## config.mk

```make
export PLATFORM = sky130hd
export DESIGN_NAME = cimt_encoder
export DESIGN_NICKNAME = d
export VERILOG_FILES = /design/src/rtl/cimt_pkg.sv /design/src/rtl/cimt_rst_sync.sv /design/src/rtl/cimt_scrambler.sv /design/src/rtl/cimt_word_builder.sv /design/src/rtl/cimt_disparity.sv /design/src/rtl/cimt_serializer.sv /design/src/rtl/cimt_encoder.sv
export SDC_FILE = /design/constraint.sdc
export NUM_CORES = 1
export LEC_CHECK = 0
export ABC_AREA = 1
export BUFFER_PORTS_ARGS = -buffer_cell sky130_fd_sc_hd__buf_2
export CAP_MARGIN = 30
export CORE_MARGIN = 2
export CORE_UTILIZATION = 55
export CTS_CLUSTER_DIAMETER = 40
export CTS_CLUSTER_SIZE = 30
export DETAILED_ROUTE_END_ITERATION = 10
export PLACE_DENSITY = 0.84
export SLEW_MARGIN = 5
export SYNTH_ARGS = -nofsm -noshare
export SYNTH_HDL_FRONTEND = slang
export SYNTH_HIERARCHICAL = 1
export SYNTH_SLANG_ARGS = --single-unit
```

## constraint.sdc

```tcl
create_clock -name clk -period 1.55 [get_ports clk]
set_input_delay 0.31 -clock clk [delete_from_list [all_inputs] [get_ports clk]]
set_output_delay 0.31 -clock clk [all_outputs]
set_load 0.02 [all_outputs]
```

## src/rtl/cimt_pkg.sv

```systemverilog
`timescale 1ns/1ps
package cimt_pkg;
  localparam int unsigned FIELD_W = 16;
  localparam int unsigned CODE_W  = 4;
  localparam int unsigned SCR_W   = 7;

  typedef enum logic [1:0] {
    KIND_IDLE = 2'd0,
    KIND_DATA = 2'd1,
    KIND_CTRL = 2'd2
  } word_kind_e;
endpackage

```

## src/rtl/cimt_rst_sync.sv

```systemverilog
`timescale 1ns/1ps
module cimt_rst_sync #(
  parameter int unsigned STAGES = 2
) (
  input  logic clk,
  input  logic rst_n,
  output logic rst_n_sync
);
  logic [STAGES-1:0] sync_q;
  logic [STAGES-1:0] sync_d;

  always_comb begin
    sync_d = {sync_q[STAGES-2:0], 1'b1};
  end

  always_ff @(posedge clk or negedge rst_n) begin
    if (!rst_n) sync_q <= '0;
    else        sync_q <= sync_d;
  end

  assign rst_n_sync = sync_q[STAGES-1];
endmodule

```

## src/rtl/cimt_scrambler.sv

```systemverilog
`timescale 1ns/1ps
module cimt_scrambler #(
  parameter int unsigned SCR_W = cimt_pkg::SCR_W,
  parameter int unsigned TAP_A = 6,
  parameter int unsigned TAP_B = 5
) (
  input  logic             clk,
  input  logic             rst_n,
  input  logic             step,
  output logic [SCR_W-1:0] state
);
  logic [SCR_W-1:0] state_q;
  logic [SCR_W-1:0] state_d;

  always_comb begin
    if (step) state_d = {state_q[SCR_W-2:0], state_q[TAP_A] ^ state_q[TAP_B]};
    else      state_d = state_q;
  end

  always_ff @(posedge clk or negedge rst_n) begin
    if (!rst_n) state_q <= '1;
    else        state_q <= state_d;
  end

  assign state = state_q;

  AST_SCR_LIVE: assert property (@(posedge clk) disable iff (!rst_n)
    state_q != '0);
endmodule

```

## src/rtl/cimt_word_builder.sv

```systemverilog
`timescale 1ns/1ps
module cimt_word_builder
  import cimt_pkg::*;
#(
  parameter int unsigned FW  = FIELD_W,
  parameter int unsigned SW  = SCR_W,
  localparam int unsigned LW = FW + CODE_W,
  localparam int unsigned LO = (FW - 2) / 2,
  localparam int unsigned HI = FW - 2 - LO
) (
  input  logic          clk,
  input  logic          rst_n,
  input  logic          take,
  input  logic          dat_req,
  input  logic          ctl_req,
  input  logic [FW-1:0] din,
  input  logic          flag_en,
  input  logic          flag_in,
  input  logic          enh_mode,
  input  logic [SW-1:0] scr,
  output logic [LW-1:0] true_word,
  output word_kind_e    kind
);
  logic          tog_q;
  logic          tog_d;
  logic [FW-1:0] field;
  logic [FW-1:0] field_s;
  logic          raw_flag;
  logic          fbit;
  logic          is_data;

  always_comb begin
    if (ctl_req)      kind = KIND_CTRL;
    else if (dat_req) kind = KIND_DATA;
    else              kind = KIND_IDLE;
    is_data = (kind == KIND_DATA);
  end

  always_comb begin
    case (kind)
      KIND_DATA: field = din;
      KIND_CTRL: field = {din[LO+HI-1:LO], 1'b1, 1'b0, din[LO-1:0]};
      default:   field = '0;
    endcase
    field_s    = field;
    field_s[0] = field[0] ^ (enh_mode & scr[0]);
    raw_flag   = is_data ? (flag_en ? flag_in : tog_q) : 1'b1;
    fbit       = raw_flag ^ (enh_mode & scr[SW-1]);
    true_word  = {fbit, 1'b1, 1'b0, is_data, field_s};
  end

  always_comb begin
    tog_d = tog_q;
    if (take && is_data) tog_d = ~tog_q;
  end

  always_ff @(posedge clk or negedge rst_n) begin
    if (!rst_n) tog_q <= 1'b0;
    else        tog_q <= tog_d;
  end

  AST_USER_FLAG: assert property (@(posedge clk) disable iff (!rst_n)
    (take && dat_req && !ctl_req && flag_en && !enh_mode) |-> (true_word[LW-1] == flag_in));
  AST_DATA_CLASS: assert property (@(posedge clk) disable iff (!rst_n)
    (take && dat_req && !ctl_req) |-> true_word[FW]);
endmodule

```

## src/rtl/cimt_disparity.sv

```systemverilog
`timescale 1ns/1ps
module cimt_disparity #(
  parameter int unsigned LW  = 20,
  localparam int unsigned PC_W = $clog2(LW + 1),
  localparam int unsigned RD_W = PC_W + 2
) (
  input  logic          clk,
  input  logic          rst_n,
  input  logic          take,
  input  logic [LW-1:0] true_word,
  output logic [LW-1:0] line_word
);
  localparam logic signed [RD_W-1:0] LW_S = RD_W'(LW);

  logic [PC_W-1:0]        pop;
  logic signed [RD_W-1:0] pop_s;
  logic signed [RD_W-1:0] wd;
  logic signed [RD_W-1:0] rd_q;
  logic signed [RD_W-1:0] rd_d;
  logic                   inv;

  always_comb begin
    pop = '0;
    for (int i = 0; i < LW; i++) pop = pop + PC_W'(true_word[i]);
    pop_s = $signed({{(RD_W-PC_W){1'b0}}, pop});
    wd    = (pop_s <<< 1) - LW_S;
    inv   = ((wd > 0) && (rd_q > 0)) || ((wd < 0) && (rd_q < 0));
    line_word = inv ? ~true_word : true_word;
  end

  always_comb begin
    rd_d = rd_q;
    if (take) rd_d = inv ? (rd_q - wd) : (rd_q + wd);
  end

  always_ff @(posedge clk or negedge rst_n) begin
    if (!rst_n) rd_q <= '0;
    else        rd_q <= rd_d;
  end

  AST_RD_BOUND: assert property (@(posedge clk) disable iff (!rst_n)
    (rd_q <= LW_S) && (rd_q >= -LW_S));
  AST_RD_NO_GROW: assert property (@(posedge clk) disable iff (!rst_n)
    (take && inv && (rd_q > 0)) |=> (rd_q < $past(rd_q)));
endmodule

```

## src/rtl/cimt_serializer.sv

```systemverilog
`timescale 1ns/1ps
module cimt_serializer #(
  parameter int unsigned LW  = 20,
  localparam int unsigned CW = $clog2(LW)
) (
  input  logic          clk,
  input  logic          rst_n,
  input  logic [LW-1:0] line_word,
  output logic          take,
  output logic          frame_start,
  output logic          ser_out
);
  localparam logic [CW-1:0] LAST    = CW'(LW - 1);
  localparam logic [CW-1:0] MID_IDX = CW'(LW - 2);

  logic [CW-1:0] cnt_q, cnt_d;
  logic [LW-1:0] sreg_q, sreg_d;
  logic          run_q, run_d;

  always_comb begin
    take   = run_q && (cnt_q == LAST);
    run_d  = 1'b1;
    cnt_d  = cnt_q;
    sreg_d = sreg_q;
    if (run_q) begin
      cnt_d  = (cnt_q == LAST) ? '0 : cnt_q + 1'b1;
      sreg_d = take ? line_word : (sreg_q >> 1);
    end
  end

  always_ff @(posedge clk or negedge rst_n) begin
    if (!rst_n) begin
      cnt_q  <= LAST;
      sreg_q <= '0;
      run_q  <= 1'b0;
    end else begin
      cnt_q  <= cnt_d;
      sreg_q <= sreg_d;
      run_q  <= run_d;
    end
  end

  assign ser_out     = sreg_q[0];
  assign frame_start = (cnt_q == '0);

  AST_MASTER_EDGE: assert property (@(posedge clk) disable iff (!rst_n)
    (cnt_q == MID_IDX) |-> (ser_out != $past(ser_out)));
  AST_TAKE_FRAME: assert property (@(posedge clk) disable iff (!rst_n)
    take |=> frame_start);
endmodule

```

## src/rtl/cimt_encoder.sv

```systemverilog
`timescale 1ns/1ps
module cimt_encoder
  import cimt_pkg::*;
#(
  parameter int unsigned FW  = FIELD_W,
  localparam int unsigned LW = FW + CODE_W,
  localparam int unsigned LO = (FW - 2) / 2
) (
  input  logic          clk,
  input  logic          rst_n,
  input  logic          dat_req,
  input  logic          ctl_req,
  input  logic [FW-1:0] din,
  input  logic          flag_en,
  input  logic          flag_in,
  input  logic          enh_mode,
  output logic          word_take,
  output logic          frame_start,
  output logic          ser_out
);
  logic             rst_n_int;
  logic [SCR_W-1:0] scr;
  logic [LW-1:0]    true_word;
  logic [LW-1:0]    line_word;
  word_kind_e       kind;

  cimt_rst_sync #(.STAGES(2)) u_rst (
    .clk(clk), .rst_n(rst_n), .rst_n_sync(rst_n_int)
  );

  cimt_scrambler #(.SCR_W(SCR_W)) u_scr (
    .clk(clk), .rst_n(rst_n_int), .step(word_take), .state(scr)
  );

  cimt_word_builder #(.FW(FW), .SW(SCR_W)) u_build (
    .clk(clk), .rst_n(rst_n_int), .take(word_take),
    .dat_req(dat_req), .ctl_req(ctl_req), .din(din),
    .flag_en(flag_en), .flag_in(flag_in), .enh_mode(enh_mode),
    .scr(scr), .true_word(true_word), .kind(kind)
  );

  cimt_disparity #(.LW(LW)) u_disp (
    .clk(clk), .rst_n(rst_n_int), .take(word_take),
    .true_word(true_word), .line_word(line_word)
  );

  cimt_serializer #(.LW(LW)) u_ser (
    .clk(clk), .rst_n(rst_n_int), .line_word(line_word),
    .take(word_take), .frame_start(frame_start), .ser_out(ser_out)
  );

  AST_CTRL_SPLIT: assert property (@(posedge clk) disable iff (!rst_n_int)
    (word_take && ctl_req) |-> (line_word[LO] != line_word[LO+1]));
  AST_IDLE_FIELD: assert property (@(posedge clk) disable iff (!rst_n_int)
    (word_take && (kind == KIND_IDLE) && !enh_mode) |->
      ((line_word[FW-1:0] == '0) || (line_word[FW-1:0] == '1)));
  AST_MID_PAIR: assert property (@(posedge clk) disable iff (!rst_n_int)
    word_take |-> (line_word[FW+1] != line_word[FW+2]));
endmodule

```

==> impl_results.md, run 1 <==
* Via density per instance at 6.09
* Die H at 84.9 µm
* Mapped Area at 0.00360 mm²
* Final hold vios at 0
* Total Die Area at 0.00721 mm²
* Ports at 26
* Synth Instances at 430
* Synth Warn # at 6
* Crit Reg-Reg Startpoint: u_scr/state[0]
* Antenna Nets Post-Route at 0
* Setup Viol. Count Final at 29
* TritonCTS Buffers at 5
* Worst-Margin Slew at 0.522 ns
* Final setup skew at 0.00554 ns
* Clock transition at path regs at 0.09 ns
* Fill count at 338
* HP Class: in -> async
* Starting density of the core at 56.7%
* First-pass DRT Iterations at 6
* Root buf cell: clkbuf_8
* Core Rows at 29
* Initial antenna violation count at 0
* Violated checks: negative setup slack
* Dpl hpwl at 6080 µm
* WP data required at 1.75 ns
* Syn avg cell area at 8.37 µm²
* Largest fanout on the critical path at 5
* N_diodes at 0
* Clock net sink count at 42
* Max stage delay on crit path at 0.58 ns
* CP startpoint: dat_req
* Routed Wire Length at 12600 µm
* Core Region at 0.00635 mm²
* Total gr overflow at 0
* DIE WIDTH at 84.9 µm
* Via count at 3734
* Worst setup EP type: flop
* Max Freq at 0.154 GHz
* Max Cap Violations at 0
* GRT Total Usage at 30.1%
* 1st-iter DRT viols at 440
* Syn_nets at 483
* Final WS setup at -4.95 ns
* Area Overhead vs Synth at 38.3%
* Footprint of the multi-input gates at 0.00241 mm²
* Global-route wire length before repair at 17200 µm
* CTS max path bufs at 2
* RD Place Congestion at 0.926
* Largest net degree at the start of global routing at 41
* Pre-CTS WS at -4.94 ns
* RSZ-0062 raised after global routing: true
* Max-slew violations at 0
* Layout cells sized above 1 at 46.5%
* Slowest cell on the critical path: fa_1
* Worst skew pair latency at 0.30 ns
* Max_slew headroom at 65.2%
* Final worst path period share at 419%
* Critical Path Start Type: primary input
* # nets final at 588
* WL/cell at 20.6 µm
* TritonCTS clock tree: done
* Port Buffer Count at 25
* Setup CP Type: in -> reg
* # DRC at 0
* Final Critical Period at 6.50 ns
* Vias in the first global route at 3558
* H-tree Lvls at 2
* Cell mode on critical path: nand2_1
* FF+latch area at 0.00106 mm²
* WP data arrival at 6.70 ns
* Outcome: complete, but fails checks
[flip-flops by register name, indices dropped and copies added (netlist names)]
name,cells
u_rst/sync_q,2
u_build/tog_q,1
u_scr/state,7
u_ser/run_q,1
u_ser/cnt_q,5
u_ser/sreg_q,20
u_disp/rd_q,6
[cell usage in the layout, fill, tap and decap left out, drive strengths merged, types with 2 or more instances in the layout]
cell	count
xnor2	5
conb	4
nand3	60
buf	114
o22ai	5
dfrtp	32
fa	14
bufinv	2
ha	16
dfstp	10
nand2	95
xor2	21
nand4	23
inv	78
a21oi	5
o21ai	16
clkbuf	6
nor2	24
[routing by layer]
layer	up-vias	part of all wire [%]	track usage (%)
met5	-	0	0
met4	0	5.2	18.3
met3	64	8.4	5.16
met2	261	48	52.7
met1	1839	38	34.3
li1	1570	-	-
[timing repair]
item,in CTS,in global routing
endpoints found under the setup margin,29,37
cloned,1,3
hold buffers,1,0
setup buffers,15,12
pin swaps,11,6
gates resized for setup,44,36
hold endpoints to repair,2,0
[path summary, 6_finish.rpt]
path	to	slack, ns	cells after the start
hold reg to reg	u_ser/sreg_q[16]	0.32	1
setup reg to reg	u_disp/rd_q[6]	-4.92	33
setup / recovery	u_disp/rd_q[6]	-4.95	36
min in group clk	u_rst/sync_q[1]	0.37	0
hold / removal	u_rst/sync_q[0]	0.30	2
max in group asynchronous	u_ser/run_q	0.85	1
[area by class of cell]
type                       count  share of cell area, %
timing repair buffer         116                   18.9
inverter                      78                   6.54
tap                           77                   1.94
clock buffer                   5                   1.38
sequential                    42                   21.4
multi-input combinational    292                   48.5
clock inverter                 3                   1.38
[stage by stage]
step / hold WS, ns / area [µm²] / TNS [ns] / util (%) / cells
after floorplan: 0.0144 / 3700 / -95.96 / - / 430
after global placement: 0.0943 / 4210 / -108.10 / 66.3 / 574
after detailed placement: 0.0973 / 4210 / -111.52 / 66.3 / 574
after CTS: 0.308 / 4660 / -102.87 / 73.3 / 598
after global routing: 0.307 / 4980 / -115.82 / 78.4 / 613
final: 0.302 / 4980 / -113.65 / 78.4 / 613
[worst max-delay path, delay by kind of cell]
kind                       cells  cell delay, ns
AOI/OAI and AO/OA              2            0.22
adders and majority gates      8            3.45
buffers and inverters          5            0.57
and+or+nand+nor               21            2.12
Power of run 1 is left out: the tool's default activity adds up to more than one toggle a clock period on the data nets, which glitch-free logic cannot reach.
==> run 2, diff against run 1 <==
==> constraint.sdc (replaced) <==
create_clock -name clk -period 1.55 [get_ports clk]
set_input_delay 0.155 -clock clk [delete_from_list [all_inputs] [get_ports clk]]
set_output_delay 0.155 -clock clk [all_outputs]
set_load 0.02 [all_outputs]
==> run 2 against run 1 <==
  * The flow still finishes with violations (negative setup slack)
  * Design area is 2.5% lower
  * Sequential share of layout area up 0.56 points
  * Flip-flop and latch count is the same
  * First-iteration DRC count fell by 15%
  * Wire length down 1.6%
  * Via count down 0.80%
  * Non-clock buffer count down 7
  * Worst hold slack got worse by 0.17 ns
  * Clock skew rose by 0.010 ns
  * Critical endpoint unchanged
  * Highest routed layer unchanged
==> impl_results.md, run 2 (synthesized netlist as in run 1, its figures left out) <==
* Setup Viol. Count Final at 29
* Cell mode on critical path: nand2_2
* Slowest cell on the critical path: fa_2
* Starting density of the core at 56.7%
* 1st-iter DRT viols at 374
* Core Rows at 29
* # DRC at 0
* WP data arrival at 6.69 ns
* Initial antenna violation count at 0
* Violated checks: negative setup slack
* Pre-CTS WS at -4.79 ns
* Via count at 3704
* Placed cell count at 573
* Clock net sink count at 42
* DIE WIDTH at 84.9 µm
* Largest net degree at the start of global routing at 41
* Clock transition at path regs at 0.10 ns
* Worst-Margin Slew at 0.535 ns
* WL/cell at 20.6 µm
* Vias in the first global route at 3486
* HP Class: in -> async
* Final Critical Period at 6.47 ns
* Placed cell area at 0.00422 mm²
* Port Buffer Count at 25
* WP data required at 1.77 ns
* Dpl hpwl at 6130 µm
* # nets final at 579
* Total gr overflow at 0
* Core Region at 0.00635 mm²
* TritonCTS Buffers at 5
* Max_slew headroom at 64.3%
* Final WS setup at -4.92 ns
* Root buf cell: clkbuf_8
* Global-route wire length before repair at 16700 µm
* Setup CP Type: reg -> reg
* Max Cap Violations at 0
* Commonest non-fill, non-tap cell in the layout: nand2_1
* H-tree Lvls at 2
* First-pass DRT Iterations at 7
* RD Place Congestion at 0.919
* CTS max path bufs at 2
* Critical Path Start Type: flop
* Final hold vios at 0
* Post-route cell area at 0.00485 mm²
* Largest fanout on the critical path at 5
* Worst setup EP type: flop
* Final worst path period share at 418%
* Final setup skew at 0.0156 ns
* Worst skew pair latency at 0.32 ns
* Hold slack at 0.136 ns
* Total Die Area at 0.00721 mm²
* Max-slew violations at 0
* Antenna Nets Post-Route at 0
* Via density per instance at 6.13
* N_diodes at 0
* Routed Wire Length at 12400 µm
* RSZ-0062 raised after global routing: true
* Outcome: complete, but fails checks
* Layout cells sized above 1 at 45.9%
* Area Overhead vs Synth at 34.8%
* TritonCTS clock tree: done
* Max stage delay on crit path at 0.56 ns
* Die H at 84.9 µm
* Ports at 26
* Biggest register: u_ser/sreg_q
* Commonest non-fill, non-tap cells in the layout: nand2_1, buf_4, inv_1
* Max Freq at 0.154 GHz
* GRT Total Usage at 29.3%
* Final std cells w/o fill at 604
* Max FFs per register at 20
-- run 2: changes by cell type in the layout (fill, tap and decap cells not counted), sizes merged --
cell and change:
buf -8, clkbuf +1, nand2 -2, bufinv -2, clkinvlp +2
-- run 2: metal layers --
metal / track usage [%] / vias up / part of all wire (%)
li1: - / 1547 / -
met1: 35.0 / 1769 / 36
met2: 51.3 / 283 / 48
met3: 4.96 / 105 / 8.1
met4: 14.0 / 0 / 7.8
met5: 0 / - / 0
-- run 2: metrics by stage --
stage	utilization, %	setup TNS [ns]
finish	76.4	-111.96
global route	76.4	-115.34
CTS	72.7	-103.65
detailed placement	66.4	-107.11
global placement	66.4	-103.76
floorplan	-	-91.93
-- run 2: repair_timing --
action / in CTS / in global routing
endpoints found under the setup margin: 29 / 37
pin swaps: 13 / 26
cloned: 2 / 2
hold buffers: 1 / 0
resized for setup: 36 / 37
hold endpoints to repair: 2 / 0
buffers inserted: 16 / 6
-- run 2: path summary, 6_finish.rpt --
check	endpoint	start	slack, ns	cells after the start
worst max-delay path	u_disp/rd_q[6]	u_scr/state[0]	-4.92	32
worst min-delay path	u_rst/sync_q[0]	rst_n	0.14	2
worst max register to register	u_disp/rd_q[6]	u_scr/state[0]	-4.92	32
worst min register to register	u_ser/run_q	u_rst/sync_q[1]	0.32	1
max in group asynchronous	u_ser/cnt_q[4]	u_rst/sync_q[1]	0.84	1
min in group clk	u_rst/sync_q[1]	u_rst/sync_q[0]	0.37	0
-- run 2: critical path: cells and delay by family, from the launching register on --
family,cells,cell delay (ns)
AO/OA/AOI/OAI,3,0.37
adder cells (fa/ha/maj),9,3.62
flip-flops,1,0.55
AND/OR/NAND/NOR,16,1.44
buffers and inverters,4,0.40
-- run 2: cell type report --
cell class,count,area (µm²)
inverter,78,323
multi-input combinational,290,2360
clock inverter,3,23.8
fill,344,1500
clock buffer,5,68.8
timing repair buffer,109,917
sequential,42,1060
tap,77,96.3
Power of run 2 is left out for the same reason.
==> run 3, diff against run 2 <==
- CORE_MARGIN: 2 -> 3
- SKIP_CTS_REPAIR_TIMING: default -> 1
==> run 3 against run 2 <==
  * Non-clock buffer count down 5
  * Fmax up 4.3%
  * Critical path depth down 1
  * The flow still finishes with violations (negative setup slack)
  * Clock skew down 0.0037 ns
  * Register-to-register slack better by 0.27 ns
  * Via count down 6.2%
  * Count of clock-buffer cells in the layout up 1
  * Sequential share of layout area up 0.67 points
  * Largest cell class unchanged
  * Design area down 2.7%
==> impl_results.md, run 3 (synthesized netlist as in run 1, its figures left out) <==
* DIE WIDTH at 86.9 µm
* TNS Setup at -103.71 ns
* Port Buffer Count at 25
* Crit Reg-Reg Startpoint: u_scr/state[0]
* H-tree Lvls at 2
* WP data required at 1.75 ns
* # DRC at 0
* Final std cells w/o fill at 597
* Cell mode on critical path: nand2_1
* Final hold vios at 0
* Antenna Nets Post-Route at 0
* Post-route cell area at 0.00472 mm²
* Area Overhead vs Synth at 31.1%
* Critical Path Start Type: flop
* Outcome: complete, but fails checks
* Dpl hpwl at 6570 µm
* WL/cell at 17.8 µm
* Layout cells sized above 1 at 44.1%
* Final WS setup at -4.66 ns
* FF+latch area at 0.00107 mm²
* Largest fanout on the critical path at 3
* GRT Total Usage at 24.3%
* Total gr overflow at 0
* # nets final at 574
* Die H at 86.9 µm
* Core Region at 0.00613 mm²
* Max Freq at 0.161 GHz
* Slowest cell on the critical path: fa_2
* Total Die Area at 0.00755 mm²
* TritonCTS clock tree: done
* Setup Viol. Count Final at 28
* Violated checks: negative setup slack
* Max-slew violations at 0
* HP Class: reg -> async
* Worst skew pair latency at 0.30 ns
* WP buf/inv at 3
* Placed cell area at 0.00424 mm²
* Fill count at 357
* Starting density of the core at 58.7%
* TritonCTS Buffers at 5
* RD Place Congestion at 0.914
* N_diodes at 0
* Max stage delay on crit path at 0.62 ns
* Vias in the first global route at 3330
* Largest net degree at the start of global routing at 24
* Commonest non-fill, non-tap cells in the layout: nand2_1, buf_4, inv_1
* Final worst path period share at 400%
* Max FFs per register at 20
* Commonest non-fill, non-tap cell in the layout: nand2_1
* Clock net sink count at 42
* Final setup skew at 0.0119 ns
* 1st-iter DRT viols at 232
* Crit-path leading delay family: adder cells
* Final Critical Period at 6.21 ns
* Clock transition at path regs at 0.09 ns
* Setup CP Type: reg -> reg
* Worst-case reg-to-reg path depth at 31
* Max Cap Violations at 0
* Via count at 3475
* Root buf cell: clkbuf_8
* CTS max path bufs at 2
* Flop2flop setup slack at -4.66 ns
* Footprint of the multi-input gates at 0.00231 mm²
* Max_slew headroom at 55.1%
* Worst setup EP type: flop
* Biggest register: u_ser/sreg_q
* Worst-Margin Slew at 0.673 ns
* Ports at 26
* Core Rows at 28
* Via density per instance at 5.82
* Placed cell count at 573
* First-pass DRT Iterations at 5
* Initial antenna violation count at 0
* RSZ-0062 raised after global routing: true
* WP data arrival at 6.40 ns
* Routed Wire Length at 10600 µm
* Reg2reg end: u_disp/rd_q[6]
* Global-route wire length before repair at 14600 µm
-- run 3: cell count changes in the layout (fill, tap and decap cells not counted), sizes merged --
| cell | change |
|---|---|
| bufinv | +1 |
| buf | -4 |
| clkinvlp | -1 |
| clkinv | -1 |
-- run 3: metrics by stage --
stage,worst slack (ns),hold slack [ns],utilization [%]
2_1_floorplan,-4.33,-0.141,-
3_3_place_gp,-4.54,-0.0598,69.2
3_5_place_dp,-4.71,-0.0594,69.2
4_1_cts,-4.62,-0.383,71.0
5_1_grt,-4.89,0.172,76.9
6_report,-4.66,0.158,76.9
-- run 3: worst max-delay path by stage --
| stage | startpoint | end | slack, ns | depth (start not counted) |
|---|---|---|---|---|
| 2_1_floorplan | dat_req | u_disp/rd_q[6] | -4.33 | 32 |
| 3_3_place_gp | dat_req | u_disp/rd_q[6] | -4.54 | 33 |
| 3_5_place_dp | dat_req | u_disp/rd_q[6] | -4.71 | 33 |
| 4_1_cts | u_scr/state[0] | u_disp/rd_q[6] | -4.62 | 31 |
| 5_1_grt | u_scr/state[0] | u_disp/rd_q[6] | -4.89 | 31 |
| 6_report | u_scr/state[0] | u_disp/rd_q[6] | -4.66 | 31 |
-- run 3: cell type report --
class                   count  area share (%)
inverters                  78            6.79
multi-input cells         290            49.0
clock buffers               6            1.54
repair buffers            104            17.3
clock inverters             2           0.796
well taps                  75            1.99
flip-flops and latches     42            22.6
-- run 3: per-layer routing --
metal / wire [µm] / global-route usage [%] / vias to the layer above
met1: 4110 / 28.7 / 1726
met2: 5480 / 43.7 / 156
li1: - / - / 1539
met5: 0 / 0 / -
met4: 528 / 10.2 / 0
met3: 511 / 3.60 / 54
-- run 3: worst reg2reg max path, delay by kind of cell, from the launching register on --
kind	cells	cell delay [ns]
buffers and inverters	3	0.21
adders and majority gates	9	3.69
DFF	1	0.55
xor gates and xnor gates	1	0.12
and+or+nand+nor	15	1.05
AOI/OAI and AO/OA	3	0.48
Power of run 3 is left out for the same reason.
